### src/rtl/psr_pkg.sv
package psr_pkg;

   // Default protection groups of the status word
   localparam logic [31:0] FLAG_BITS_DEF  = 32'hF000_0000;
   localparam logic [31:0] PRIV_BITS_DEF  = 32'h0000_00CF;
   localparam logic [31:0] STATE_BITS_DEF = 32'h0000_0020;

   // Instruction field positions decoded by this unit
   localparam int TOP_SEL_POS  = 19;
   localparam int LOW_SEL_POS  = 16;
   localparam int DEST_LSB     = 12;
   localparam int ROT_LSB      = 8;
   localparam int IMM_LSB      = 0;
   localparam int SRC_LSB      = 0;

   typedef struct packed {
      logic top_sel;
      logic low_sel;
   } field_sel_t;

endpackage

### src/rtl/psr_operand_sel.sv
module psr_operand_sel #(
   parameter int XLEN      = 32,
   parameter int IMM_W     = 8,
   parameter int ROT_W     = 4,
   parameter int ROT_STYLE = 0
) (
   input  logic             use_imm,
   input  logic [IMM_W-1:0] imm_field,
   input  logic [ROT_W-1:0] rot_field,
   input  logic [XLEN-1:0]  src_data,
   output logic [XLEN-1:0]  operand
);
   localparam int AMT_W = ROT_W + 1;

   logic [AMT_W-1:0] amt;
   logic [XLEN-1:0]  imm_ext;
   logic [XLEN-1:0]  rotated;

   assign amt     = {rot_field, 1'b0};
   assign imm_ext = {{(XLEN-IMM_W){1'b0}}, imm_field};

   generate
      if ((2 ** AMT_W) > 2 * XLEN) begin : g_bad_rot
         $error("psr_operand_sel: rotate range exceeds word width");
      end
      if (IMM_W > XLEN) begin : g_bad_imm
         $error("psr_operand_sel: immediate wider than word");
      end

      if (ROT_STYLE == 0) begin : g_rot_dbl
         // double-width funnel: one wide shifter
         logic [2*XLEN-1:0] dbl;
         assign dbl     = {imm_ext, imm_ext} >> amt;
         assign rotated = dbl[XLEN-1:0];
      end else begin : g_rot_log
         // logarithmic stages, one per amount bit
         logic [XLEN-1:0] stg [0:AMT_W];
         assign stg[0] = imm_ext;
         for (genvar s = 0; s < AMT_W; s++) begin : g_stage
            assign stg[s+1] = amt[s]
               ? {stg[s][(2**s)-1:0], stg[s][XLEN-1:(2**s)]}
               : stg[s];
         end
         assign rotated = stg[AMT_W];
      end
   endgenerate

   assign operand = use_imm ? rotated : src_data;

endmodule

### src/rtl/psr_mask_gen.sv
module psr_mask_gen
   import psr_pkg::*;
#(
   parameter int          XLEN       = 32,
   parameter logic [31:0] FLAG_BITS  = FLAG_BITS_DEF,
   parameter logic [31:0] PRIV_BITS  = PRIV_BITS_DEF,
   parameter logic [31:0] STATE_BITS = STATE_BITS_DEF
) (
   input  field_sel_t      sel,
   input  logic            is_user,
   output logic [XLEN-1:0] cur_mask,
   output logic [XLEN-1:0] saved_mask
);
   localparam logic [XLEN-1:0] LOW_BYTE  = {{(XLEN-8){1'b0}}, 8'hFF};
   localparam logic [XLEN-1:0] TOP_BYTE  = {8'hFF, {(XLEN-8){1'b0}}};
   localparam logic [XLEN-1:0] FLAG_M    = FLAG_BITS[XLEN-1:0];
   localparam logic [XLEN-1:0] PRIV_M    = PRIV_BITS[XLEN-1:0];
   localparam logic [XLEN-1:0] STATE_M   = STATE_BITS[XLEN-1:0];
   localparam logic [XLEN-1:0] ALL_PROT  = FLAG_M | PRIV_M | STATE_M;

   generate
      if (((FLAG_BITS & PRIV_BITS) | (FLAG_BITS & STATE_BITS) |
           (PRIV_BITS & STATE_BITS)) != 32'h0) begin : g_overlap
         $error("psr_mask_gen: protection groups overlap");
      end
      if (XLEN != 32) begin : g_width
         $error("psr_mask_gen: status word must be 32 bits");
      end
   endgenerate

   logic [XLEN-1:0] byte_sel;
   logic [XLEN-1:0] flag_part;
   logic [XLEN-1:0] state_part;
   logic [XLEN-1:0] priv_part;

   always_comb begin
      byte_sel   = (sel.top_sel ? TOP_BYTE : '0) | (sel.low_sel ? LOW_BYTE : '0);
      flag_part  = sel.top_sel ? (FLAG_M & TOP_BYTE) : '0;
      state_part = sel.low_sel ? (STATE_M & LOW_BYTE) : '0;
      priv_part  = (sel.low_sel && !is_user) ? (PRIV_M & LOW_BYTE) : '0;
      cur_mask   = flag_part | state_part | priv_part;
      saved_mask = byte_sel & ALL_PROT;
   end

endmodule

### src/rtl/psr_readback.sv
module psr_readback #(
   parameter int XLEN  = 32,
   parameter int IDX_W = 4
) (
   input  logic             clk,
   input  logic             rst_n,
   input  logic             rd_req,
   input  logic             rd_saved,
   input  logic [IDX_W-1:0] dest,
   input  logic [XLEN-1:0]  cur_word,
   input  logic [XLEN-1:0]  saved_word,
   output logic             rd_valid,
   output logic [IDX_W-1:0] rd_dest,
   output logic [XLEN-1:0]  rd_data
);
   always_ff @(posedge clk or negedge rst_n) begin
      if (!rst_n) begin
         rd_valid <= 1'b0;
         rd_dest  <= '0;
         rd_data  <= '0;
      end else begin
         rd_valid <= rd_req;
         if (rd_req) begin
            rd_dest <= dest;
            rd_data <= rd_saved ? saved_word : cur_word;
         end
      end
   end

   // a read yields exactly one valid pulse in the next cycle
   a_r9_read_pulse : assert property (@(posedge clk) disable iff (!rst_n)
      rd_req |=> rd_valid);
   a_r9_no_spurious : assert property (@(posedge clk) disable iff (!rst_n)
      !rd_req |=> !rd_valid);

endmodule

### src/rtl/psr_write_unit.sv
module psr_write_unit
   import psr_pkg::*;
#(
   parameter int          XLEN        = 32,
   parameter int          IDX_W       = 4,
   parameter int          MODE_W      = 5,
   parameter int          IMM_W       = 8,
   parameter int          ROT_W       = 4,
   parameter int          ROT_STYLE   = 0,
   parameter logic [4:0]  USER_MODE   = 5'h10,
   parameter int          FORCE_BIT   = 4,
   parameter logic [31:0] CUR_RESET   = 32'h0000_00D3,
   parameter logic [31:0] SAVED_RESET = 32'h0000_0010,
   parameter logic [31:0] FLAG_BITS   = FLAG_BITS_DEF,
   parameter logic [31:0] PRIV_BITS   = PRIV_BITS_DEF,
   parameter logic [31:0] STATE_BITS  = STATE_BITS_DEF
) (
   input  logic             clk,
   input  logic             rst_n,
   input  logic             req_valid,
   input  logic             req_write,
   input  logic             req_saved,
   input  logic             req_imm,
   input  logic [31:0]      instr,
   output logic [IDX_W-1:0] src_idx,
   input  logic [XLEN-1:0]  src_data,
   output logic [XLEN-1:0]  cur_psr,
   output logic [XLEN-1:0]  saved_psr,
   output logic [MODE_W-1:0] mode_out,
   output logic             flush_req,
   output logic             rd_valid,
   output logic [IDX_W-1:0] rd_dest,
   output logic [XLEN-1:0]  rd_data
);
   localparam logic [XLEN-1:0] FORCE_M  = XLEN'(1) << FORCE_BIT;
   localparam logic [XLEN-1:0] WRITABLE = FLAG_BITS | PRIV_BITS | STATE_BITS;

   generate
      if (MODE_W > 5 || MODE_W < 1) begin : g_mode_w
         $error("psr_write_unit: mode field width out of range");
      end
      if (FORCE_BIT >= XLEN) begin : g_force
         $error("psr_write_unit: forced bit outside word");
      end
   endgenerate

   logic [XLEN-1:0] cur_q, saved_q;
   logic [XLEN-1:0] operand;
   logic [XLEN-1:0] cur_mask, saved_mask;
   logic            is_user;
   logic            wr_cur, wr_sav, rd_req;
   field_sel_t      sel;
   logic            unused_instr_bits;

   assign unused_instr_bits = ^{instr[31:20], instr[18:17]};

   assign wr_cur  = req_valid &  req_write & !req_saved;
   assign wr_sav  = req_valid &  req_write &  req_saved;
   assign rd_req  = req_valid & !req_write;
   assign sel     = '{top_sel: instr[TOP_SEL_POS], low_sel: instr[LOW_SEL_POS]};
   assign src_idx = instr[SRC_LSB +: IDX_W];
   assign is_user = (cur_q[MODE_W-1:0] == USER_MODE[MODE_W-1:0]);

   psr_operand_sel #(
      .XLEN(XLEN), .IMM_W(IMM_W), .ROT_W(ROT_W), .ROT_STYLE(ROT_STYLE)
   ) u_operand (
      .use_imm  (req_imm),
      .imm_field(instr[IMM_LSB +: IMM_W]),
      .rot_field(instr[ROT_LSB +: ROT_W]),
      .src_data (src_data),
      .operand  (operand)
   );

   psr_mask_gen #(
      .XLEN(XLEN), .FLAG_BITS(FLAG_BITS), .PRIV_BITS(PRIV_BITS),
      .STATE_BITS(STATE_BITS)
   ) u_masks (
      .sel       (sel),
      .is_user   (is_user),
      .cur_mask  (cur_mask),
      .saved_mask(saved_mask)
   );

   always_ff @(posedge clk or negedge rst_n) begin
      if (!rst_n) begin
         cur_q     <= CUR_RESET[XLEN-1:0];
         saved_q   <= SAVED_RESET[XLEN-1:0];
         flush_req <= 1'b0;
      end else begin
         flush_req <= wr_cur;
         if (wr_cur) begin
            cur_q <= (cur_q & ~cur_mask) | (operand & cur_mask);
         end
         if (wr_sav) begin
            saved_q <= (saved_q & ~saved_mask) | (operand & saved_mask) | FORCE_M;
         end
      end
   end

   psr_readback #(.XLEN(XLEN), .IDX_W(IDX_W)) u_read (
      .clk       (clk),
      .rst_n     (rst_n),
      .rd_req    (rd_req),
      .rd_saved  (req_saved),
      .dest      (instr[DEST_LSB +: IDX_W]),
      .cur_word  (cur_q),
      .saved_word(saved_q),
      .rd_valid  (rd_valid),
      .rd_dest   (rd_dest),
      .rd_data   (rd_data)
   );

   assign cur_psr   = cur_q;
   assign saved_psr = saved_q;
   assign mode_out  = cur_q[MODE_W-1:0];

   // bits outside every protection group never move
   a_r4_fixed_bits : assert property (@(posedge clk) disable iff (!rst_n)
      1'b1 |=> $stable(cur_q & ~WRITABLE));
   // flags hold unless the top byte is written
   a_r4_flags_hold : assert property (@(posedge clk) disable iff (!rst_n)
      !(wr_cur && sel.top_sel) |=> $stable(cur_q & FLAG_BITS));
   // user mode guards the privileged bits of the current word
   a_r6_user_guard : assert property (@(posedge clk) disable iff (!rst_n)
      (wr_cur && is_user) |=> $stable(cur_q & PRIV_BITS));
   // privileged control write sets the new mode
   a_r7_mode_update : assert property (@(posedge clk) disable iff (!rst_n)
      (wr_cur && sel.low_sel && !is_user) |=>
         (mode_out[3:0] == $past(operand[3:0])) && mode_out[MODE_W-1]);
   // saved word always carries the forced bit after a write
   a_r8_saved_force : assert property (@(posedge clk) disable iff (!rst_n)
      wr_sav |=> saved_psr[FORCE_BIT]);
   // reads leave both words untouched
   a_r9_read_quiet : assert property (@(posedge clk) disable iff (!rst_n)
      rd_req |=> ($stable(cur_psr) && $stable(saved_psr)));
   // no flush without a current-word write
   a_r10_flush_cause : assert property (@(posedge clk) disable iff (!rst_n)
      !wr_cur |=> !flush_req);

endmodule

### config.mk
export PLATFORM = sky130hd
export DESIGN_NAME = psr_write_unit
export DESIGN_NICKNAME = d
export VERILOG_FILES = /design/src/rtl/psr_pkg.sv /design/src/rtl/psr_operand_sel.sv /design/src/rtl/psr_mask_gen.sv /design/src/rtl/psr_readback.sv /design/src/rtl/psr_write_unit.sv
export SDC_FILE = /design/constraint.sdc
export NUM_CORES = 1
export LEC_CHECK = 0
export ABC_AREA = 1
export BUFFER_PORTS_ARGS = -buffer_cell sky130_fd_sc_hd__buf_2
export CAP_MARGIN = 15
export CORE_MARGIN = 3
export CORE_UTILIZATION = 25
export CTS_CLUSTER_SIZE = 30
export DETAILED_ROUTE_END_ITERATION = 6
export SYNTH_ARGS = -nofsm -noshare
export SYNTH_HDL_FRONTEND = slang
export SYNTH_SLANG_ARGS = --single-unit
### constraint.sdc
create_clock -name clk -period 1.24 [get_ports clk]
set_input_delay 0.31 -clock clk [delete_from_list [all_inputs] [get_ports clk]]
set_output_delay 0.31 -clock clk [all_outputs]
set_load 0.005 [all_outputs]
== After elaboration in Yosys (flattened, before gate mapping) ==
Cells that the tools add are included.
Operators by class
  multiplexer cells: 7
  bitwise logic cells: 15
  reduce and logical (&&, ||, !) cells: 4
  shifts and indexed selects: 1
  equal/unequal tests: 1
Operators by type and width (number)
  $or A32 B32 Y32: 5
  $and A32 B32 Y32: 4
  $mux W32: 4
  $not A32 Y32: 2
  $shr A40 B5 Y32: 1
  $mux W8: 2
  $mux W6: 1
  $eq A5 B5 Y1 const B: 1
  $and A1 B1 Y1: 4
  $logic_not A1 Y1: 3
  $logic_and A1 B1 Y1: 1
Storage, ports and cells
  output and inout bits: 111
  bits in registers: 101
  logic and storage cells: 34

== Depth between registers and ports, before layout ==
Gate-level depths: netlist (run 1).
  depth after elaboration: 8
  mapped depth: 10
  mapped depth without buffers: 9

== Hierarchy ==
Synthesis (run 1) repeated with hierarchy kept, for this count alone.
Second synthesis, totals
  cells, all modules: 912
  area, all modules: 6745.2 um^2
By module, submodules not included
  psr_write_unit: cells an instance 363, times used 1, area an instance 3170.5 um^2
  psr_readback: cells an instance 289, times used 1, area an instance 1988.2 um^2
  psr_operand_sel: cells an instance 194, times used 1, area an instance 1099.8 um^2
  psr_mask_gen: cells an instance 66, times used 1, area an instance 486.7 um^2

== Worst setup path before layout (run 1) ==
Ideal clock, no wire load.
  path type: reg2reg
  from: reg (tool-made name)
  to: reg (tool-made name)
  cell stages (with the launch flop): 7
  arrival: 0.958 ns
  period minus slack after synthesis: 1.075 ns
  setup time: 0.117 ns
  buffers on the path: 0
  required time: 1.123 ns
  path slack: 0.165 ns
  cell sequence: dfrtp_1 nor2_1 nand2_1 o21ai_2 inv_2 nand3_1 nand2_1

==> results of run 1 <==
-- final cells by class --
| cell class | count | area [µm²] |
|---|---|---|
| Clock buffer | 6 | 82.6 |
| Clock inverter | 2 | 10.0 |
| Fill cell | 1161 | 7090 |
| Inverter | 23 | 86.3 |
| Multi-Input combinational cell | 283 | 1210 |
| Sequential cell | 40 | 1010 |
| Tap cell | 136 | 170 |
| Timing Repair Buffer | 113 | 712 |
-- cell usage in the layout (no fill, tap or decap), types with 6 or more instances in the layout --
cell type / netlist / final
buf_2: 0 / 78
dfrtp_1: 36 / 36
buf_4: 73 / 26
nor2_1: 19 / 19
or2_2: 6 / 6
clkbuf_8: 0 / 6
o21ai_0: 23 / 23
nand2_1: 125 / 125
nand3_1: 33 / 33
conb_1: 2 / 63
inv_1: 18 / 18
-- timing repair --
| action | 4_1_cts | 5_1_grt |
|---|---|---|
| endpoints found under the hold margin | 36 | 0 |
| setup endpoints to repair | 10 | 14 |
| pin swaps | 0 | 1 |
| buffers inserted | 4 | 3 |
| hold buffers | 1 | 0 |
| gates resized for setup | 2 | 4 |
-- power groups by stage --
stage | clock network [W] | logic, W | registers (W)
CTS | 0.000910 | 0.000782 | 0.00159
global placement | 0 | 0.000770 | 0.00161
finish | 0.000876 | 0.000768 | 0.00159
detailed placement | 0 | 0.000777 | 0.00161
floorplan | 0 | 0.000513 | 0.00161
global route | 0.000960 | 0.000891 | 0.00161
-- through the flow --
| step | utilization | power, W | setup TNS, ns |
|---|---|---|---|
| after global routing | 0.316 | 0.00347 | -0.459 |
| after floorplan | - | 0.00212 | 0 |
| after detailed placement | 0.299 | 0.00239 | -0.585 |
| final | 0.316 | 0.00323 | -0.146 |
| after CTS | 0.311 | 0.00328 | -0.211 |
| after global placement | 0.299 | 0.00238 | -0.345 |
-- logic make-up after synthesis --
kind of cell,Yosys count
AND/OR/NAND/NOR,191
AO/OA/AOI/OAI,29
buffers and inverters,102
flip-flops,40
other,2
-- metal layers --
metal | up-vias | part of all wire
met3 | 6 | 0.090
met1 | 1075 | 0.44
met2 | 102 | 0.46
met5 | - | 0
met4 | 0 | 0.012
li1 | 1203 | -
-- worst max path at each step --
stage / from / endpoint / slack (ns) / cells past startpoint
finish: register / mode_out[1] / -0.04 / 1
global route: register / mode_out[1] / -0.09 / 1
CTS: register / cur_psr[1] / -0.05 / 1
detailed placement: req_imm / register / -0.12 / 8
global placement: req_imm / register / -0.08 / 8
floorplan: register / register / 0.16 / 6
==> flow_summary.json, run 1 <==
{
  "core-area_um2": 10400,
  "crit_family": "flip-flops",
  "area_growth_pct": 22.9,
  "leakagePower_nw": 1.90,
  "first_global_vias": 2072,
  "synth_simple_gate_area_frac": 0.305,
  "pwr-share-seq": 0.492,
  "endpoint_kind": "output port",
  "drive_gt1_frac": 0.306,
  "maxCapViolations": 0,
  "cts_made_buffers": 5,
  "syn_inst": 364,
  "synth.avg_cell_area_um2": 7.33,
  "synth_edf_count": 0,
  "synth_top_area_cell": "dfrtp_1",
  "grt_util_met3": 0.0207,
  "cts_sinks": 40,
  "drtIter0Drc": 88,
  "grt_overflow": 0,
  "initial_core_util": 0.257,
  "finalNonFillerCells": 603,
  "crit_arrival_ns": 0.97,
  "r2r_slack_ns": 0.08,
  "grt.met1_usage": 0.152,
  "synth.area.mux_share": 0,
  "holdWs_ns": 0.224,
  "yosysUniqueCellTypes": 21,
  "dominantRegCellSynth": "dfrtp_1",
  "ys_seq_area_frac": 0.377,
  "p_per_area_nw_per_um2": 987,
  "setup_viol": 6,
  "ant_nets": 0,
  "clkPwrFrac": 0.271,
  "grt_max_degree": 41,
  "die_h_um": 109,
  "cp_num_buf_inv": 1,
  "post-dp-hpwl_um": 5650,
  "diodes": 0,
  "reg2reg_depth": 6,
  "finalClockSkew_ns": 0.00221,
  "cts.reportedPaths.clkPinSlew_ns": 0.07,
  "synth_adder_area_share": 0,
  "chipWidth_um": 109,
  "fin_crit_sh": 1.03,
  "hp-start": "instr[12]",
  "post_drt_wl_per_cell_um": 11.5,
  "hold_violations": 0,
  "vias": 2386,
  "yosys.area_share.xor_xnor": 0,
  "cts_tree": "done",
  "synth_top_family_by_area": "simple AND/OR/NAND/NOR gates",
  "slowest_stage": "dfstp_2",
  "antenna_found_initial": 0,
  "clk_path_buf_depth": 2,
  "finalInstanceArea_um2": 3280,
  "yosys-top-cells-count": "nand2_1 (125), buf_4 (73), dfrtp_1 (36)",
  "grt.total_usage": 0.113,
  "slew_violations": 0,
  "grt_pass1_wl_um": 10500,
  "ys_warn_count": 0,
  "io_pins": 181,
  "hold_path_end": "u_read.rd_dest[0]",
  "grt.busiest_layer": "met2",
  "critical_path_class": "register to output port",
  "remaining_drc_errors": 0,
  "gp_congestion": 0.800,
  "synth_compound_area_frac": 0.0577,
  "routed_wl_um": 6940,
  "insertion_delay_ns": 0.29,
  "cpPeakStageDelay_ns": 0.56,
  "ys_async_sr_fraction": 1.00,
  "max-vdd-ir-drop_uv": 408,
  "yosysTopAreaCellShare": 0.338,
  "cts_root_buf": "clkbuf_8",
  "grt_setup_unrepaired": "yes",
  "drt-pass1-iter-count": 4,
  "place.port_buffers": 82,
  "start_kind": "register",
  "critical_path_required_ns": 0.93,
  "synth_area_um2": 2670,
  "place_ws_ns": -0.120,
  "status": "finished with violations",
  "combPwrFrac": 0.238,
  "viasPerCell": 3.96,
  "worstPathMaxFanout": 5,
  "post_dp_cell_area_um2": 3100,
  "dp_cells": 589,
  "min_path_cells": 3,
  "synth.most_common_cell": "nand2_1",
  "fmax_mhz": 783,
  "p_sw_w": 0.000985,
  "die-area_um2": 11900,
  "synth_area_leaders": "dfrtp_1 (34%), buf_4 (21%), nand2_1 (18%)",
  "min_period_ns": 1.28,
  "synth_seq_cells": 40,
  "rows": 37,
  "setup_slack_ns": -0.0371,
  "internal_power_w": 0.00225,
  "hold_path_class": "input port to register",
  "violations": "setup timing",
  "p_sw_frac": 0.305,
  "cts-htree-levels": 2,
  "cp_cell_sequence": "buf_2",
  "met2_usage": 0.183,
  "nets": 536
}
No activity file was read; power rests on OpenSTA's default activity.
==> run 2, diff against run 1 <==
- RECOVER_POWER: default -> 100
- SLEW_MARGIN: default -> 10
==> run 2 against run 1 <==
  * The flow still finishes with violations (setup timing)
  * Setup slack got worse by 0.00084 ns
  * Core utilization down 0.48 points
  * Critical path type unchanged
  * Register-to-register slack barely moved
  * Die area stayed put
  * Cell count stayed put
  * Worst hold slack about the same
  * Sequential share of layout area up 0.48 points
  * Cell area is 1.5% lower
  * Largest power group unchanged
==> flow_summary.json, run 2 (synthesized netlist as in run 1, its figures left out) <==
{
  "core-area_um2": 10400,
  "viasPerCell": 3.94,
  "setup_slack_ns": -0.0379,
  "drt-pass1-iter-count": 4,
  "diodes": 0,
  "slew_headroom": 0.640,
  "r2r_slack_ns": 0.07,
  "io_pins": 181,
  "maxCapViolations": 0,
  "max_slew.worst_pin.slew_ns": 0.539,
  "reg2reg_depth": 6,
  "max-vdd-ir-drop_uv": 414,
  "finalNonFillerCells": 603,
  "die-area_um2": 11900,
  "grt_overflow": 0,
  "hold_path_class": "input port to register",
  "remaining_drc_errors": 0,
  "critical_path_required_ns": 0.93,
  "min_path_cells": 3,
  "rows": 37,
  "antenna_found_initial": 0,
  "finalInstanceArea_um2": 3230,
  "p_per_area_nw_per_um2": 994,
  "drtIter0Drc": 107,
  "hp-start": "instr[12]",
  "vias": 2373,
  "dp_cells": 589,
  "grt.total_usage": 0.113,
  "clk_path_buf_depth": 2,
  "cpPeakStageDelay_ns": 0.56,
  "routed_wl_um": 6940,
  "start_kind": "register",
  "violations": "setup timing",
  "post-dp-hpwl_um": 5650,
  "post_dp_cell_area_um2": 3100,
  "chipWidth_um": 109,
  "endpoint_kind": "output port",
  "cts_made_buffers": 5,
  "fin_crit_sh": 1.03,
  "insertion_delay_ns": 0.29,
  "cts_sinks": 40,
  "area_growth_pct": 21.0,
  "place.port_buffers": 82,
  "cts-htree-levels": 2,
  "n_fill_cell": 1170,
  "gp_congestion": 0.800,
  "die_h_um": 109,
  "grt_max_degree": 41,
  "ant_nets": 0,
  "min_period_ns": 1.28,
  "crit_family": "flip-flops",
  "status": "finished with violations",
  "critical_path_class": "register to output port",
  "cp_num_buf_inv": 1,
  "leakagePower_nw": 1.83,
  "finalSetupTns_ns": -0.133,
  "cp_cell_sequence": "buf_2",
  "hold_violations": 0,
  "grt_pass1_wl_um": 10500,
  "cts_root_buf": "clkbuf_8",
  "slowest_stage": "dfstp_2",
  "mostFrequentLayoutCell": "nand2_1",
  "finalClockSkew_ns": 0.00192,
  "cts.reportedPaths.clkPinSlew_ns": 0.07,
  "mostFrequentLayoutCells": "nand2_1 (125), conb_1 (63), buf_2 (57)",
  "setup_viol": 6,
  "grt_setup_unrepaired": "yes",
  "drive_gt1_frac": 0.255,
  "hold_path_end": "u_read.rd_dest[0]",
  "initial_core_util": 0.257,
  "first_global_vias": 2072,
  "crit_arrival_ns": 0.97,
  "post_drt_wl_per_cell_um": 11.5,
  "worstPathMaxFanout": 5,
  "fmax_mhz": 783,
  "cts_tree": "done",
  "nets": 536,
  "slew_violations": 0
}
run 2: changes by cell type in the layout (fill, tap and decap cells not counted), moves of 3 or more:
cell / delta
buf_2: -21
clkbuf_1: +21
buf_4: -3
clkbuf_4: +3
run 2: area by class of cell:
cell class | count | area (µm²) | area share
clock buffers | 6 | 82.6 | 0.0256
clock inverters | 2 | 10.0 | 0.00310
inverters | 23 | 86.3 | 0.0268
multi-input cells | 283 | 1200 | 0.373
flip-flops and latches | 40 | 1010 | 0.312
well taps | 136 | 170 | 0.0527
repair buffers | 113 | 669 | 0.207
run 2: metrics by stage:
stage / util / hold WS, ns / power, W / worst slack, ns
global placement: 0.299 / 0.297 / 0.00238 / -0.0799
CTS: 0.311 / 0.212 / 0.00328 / -0.0547
global route: 0.311 / 0.223 / 0.00344 / -0.0883
finish: 0.311 / 0.224 / 0.00321 / -0.0379
detailed placement: 0.299 / 0.294 / 0.00239 / -0.120
floorplan: - / 0.0144 / 0.00212 / 0.165
run 2: power breakdown:
| group | switching (W) | leakage, nW | internal, W |
|---|---|---|---|
| logic | 0.000431 | 1.28 | 0.000310 |
| registers | 0.000120 | 0.502 | 0.00147 |
| clock network | 0.000432 | 0.0510 | 0.000444 |
run 2: repair_timing:
item	CTS	global route
endpoints found under the hold margin	36	0
hold buffers	1	0
pin swaps	0	1
setup endpoints to repair	10	14
gates resized for setup	2	4
setup buffers	4	3
run 2: worst max-delay path by stage:
stage             start     endpoint  slack (ns)  cells past startpoint
6_report       register  mode_out[1]       -0.04                      1
5_1_grt        register  mode_out[1]       -0.09                      1
4_1_cts        register   cur_psr[1]       -0.05                      1
3_5_place_dp    req_imm     register       -0.12                      8
3_3_place_gp    req_imm     register       -0.08                      8
2_1_floorplan  register     register        0.16                      6
run 2: per-layer routing:
metal	vias up	GRT usage	wire length, µm
met5	-	0	0
met4	0	0.0374	85
met3	6	0.0207	615
met2	98	0.183	3190
met1	1066	0.152	3050
li1	1203	-	-
==> run 3, diff against run 2 <==
- CORE_UTILIZATION: 25 -> 40
- PLACE_DENSITY: default -> 0.6
- SYNTH_HIERARCHICAL: default -> 1
==> run 3 against run 2 <==
  * The run still ends with setup timing left
  * Power increased to 3.1 times the previous value
  * Worst hold slack worse by 0.069 ns
  * Cell count rose by 120%
  * Non-clock buffer count grew 179
  * Register-to-register slack lost 0.14 ns
  * Setup slack worse by 0.12 ns
  * Clock-buffer cell count grew 4
  * Critical path depth rose by 1
  * Clock power grew to 3.1 times the previous value
  * Largest cell class unchanged
==> flow_summary.json, run 3 <==
{
  "status": "finished with violations",
  "violations": "setup timing",
  "io_pins": 181,
  "worstPathMaxFanout": 3,
  "max_slew.worst_pin.slew_ns": 0.737,
  "max-vdd-ir-drop_uv": 689,
  "leakagePower_nw": 4.67,
  "chipWidth_um": 136,
  "slowest_stage": "dfstp_2",
  "critical_path_required_ns": 0.93,
  "slew_violations": 0,
  "die-area_um2": 18400,
  "cpPeakStageDelay_ns": 0.54,
  "path_common_cell": "buf_6",
  "drive_gt1_frac": 0.296,
  "endpoint_kind": "output port",
  "maxCapViolations": 0,
  "remaining_drc_errors": 0,
  "dp_cells": 1300,
  "grt_max_degree": 50,
  "cts_sinks": 101,
  "synth_area_um2": 6740,
  "holdWs_ns": 0.155,
  "synth.avg_cell_area_um2": 7.40,
  "ant_nets": 0,
  "grt.total_usage": 0.228,
  "n_fill_cell": 1674,
  "start_kind": "register",
  "diodes": 0,
  "ys_warn_count": 6,
  "finalClockSkew_ns": 0.0139,
  "slew_headroom": 0.508,
  "grt_setup_unrepaired": "yes",
  "setup_viol": 18,
  "rows": 46,
  "drtIter0Drc": 469,
  "cts_made_buffers": 9,
  "finalNonFillerCells": 1348,
  "clk_path_buf_depth": 2,
  "place.port_buffers": 165,
  "cts_root_buf": "clkbuf_16",
  "final-seq-area_um2": 2530,
  "antenna_found_initial": 0,
  "insertion_delay_ns": 0.35,
  "grt.busiest_layer": "met2",
  "routed_wl_um": 20900,
  "cts-htree-levels": 3,
  "cp_cell_sequence": "buf_6, buf_6",
  "setup_slack_ns": -0.161,
  "hold_path_class": "input port to register",
  "vias": 6567,
  "min_period_ns": 1.40,
  "hp-start": "instr[15]",
  "grt_util_met3": 0.0338,
  "grt.met1_usage": 0.340,
  "first_global_vias": 5943,
  "multi_input_area_um2": 3060,
  "grt_pass1_wl_um": 32800,
  "post_drt_wl_per_cell_um": 15.5,
  "nets": 1197,
  "hold_violations": 0,
  "area_growth_pct": 24.2,
  "core-area_um2": 16200,
  "gp_congestion": 0.896,
  "drt-pass1-iter-count": 5,
  "met2_usage": 0.352,
  "syn_inst": 911,
  "fin_crit_sh": 1.13,
  "fmax_mhz": 714,
  "viasPerCell": 4.87,
  "mostFrequentLayoutCell": "nand2_1",
  "post-dp-hpwl_um": 15300,
  "cts.reportedPaths.clkPinSlew_ns": 0.07,
  "die_h_um": 136,
  "p_per_area_nw_per_um2": 1200,
  "cts_tree": "done",
  "mostFrequentLayoutCells": "nand2_1 (344), buf_2 (119), nand3_1 (115)",
  "critical_path_class": "register to output port",
  "crit_arrival_ns": 1.09,
  "initial_core_util": 0.417,
  "grt_overflow": 0
}
## run 3: through the flow
| step | TNS, ns | worst slack, ns | total power [W] | area, µm² | util |
|---|---|---|---|---|---|
| after floorplan | 0 | 0.000757 | 0.00584 | 6920 | - |
| after global placement | -3.77 | -0.220 | 0.00701 | 7840 | 0.485 |
| after detailed placement | -3.83 | -0.234 | 0.00705 | 7840 | 0.485 |
| after CTS | -1.63 | -0.166 | 0.0100 | 8300 | 0.513 |
| after global routing | -4.37 | -0.191 | 0.0107 | 8370 | 0.517 |
| final | -1.62 | -0.161 | 0.0100 | 8370 | 0.517 |
## run 3: final timing paths
path                            cells after the start                 end  slack (ns)
worst min register to register                      2   u_read/rd_dest[2]        0.47
min in group asynchronous                           2  u_read/rd_data[12]        0.48
max in group asynchronous                           3           async pin        0.01
worst max register to register                      6            register       -0.07
worst max-delay path                                2         mode_out[1]       -0.16
worst min-delay path                                3   u_read/rd_dest[3]        0.16
## run 3: report_power, final
part,total [W],leakage (nW),internal (W),switching (W)
combinational,0.00305,3.24,0.00142,0.00163
sequential,0.00428,1.29,0.00387,0.000416
clock,0.00271,0.138,0.00141,0.00130
## run 3: final cells by class
type / count / area share
inverter: 78 / 0.0365
multi-input combinational: 645 / 0.365
sequential: 101 / 0.303
timing repair buffer: 292 / 0.230
clock buffer: 10 / 0.0286
tap: 216 / 0.0323
clock inverter: 6 / 0.00434
## run 3: routing by layer
layer,up-vias,part of all wire
met1,3025,0.47
met5,-,0
met2,240,0.45
met4,0,0.014
li1,3282,-
met3,20,0.069
## run 3: what timing repair did
item / in CTS / in global routing
gates resized for setup: 16 / 2
hold endpoints to repair: 5 / 0
setup buffers: 12 / 19
setup endpoints to repair: 21 / 36
hold buffers: 1 / 0
## run 3: worst max-delay path: cells and delay by family (launching register included)
| family | cells | cell delay [ns] |
|---|---|---|
| buf+inv | 2 | 0.20 |
| flops | 1 | 0.54 |
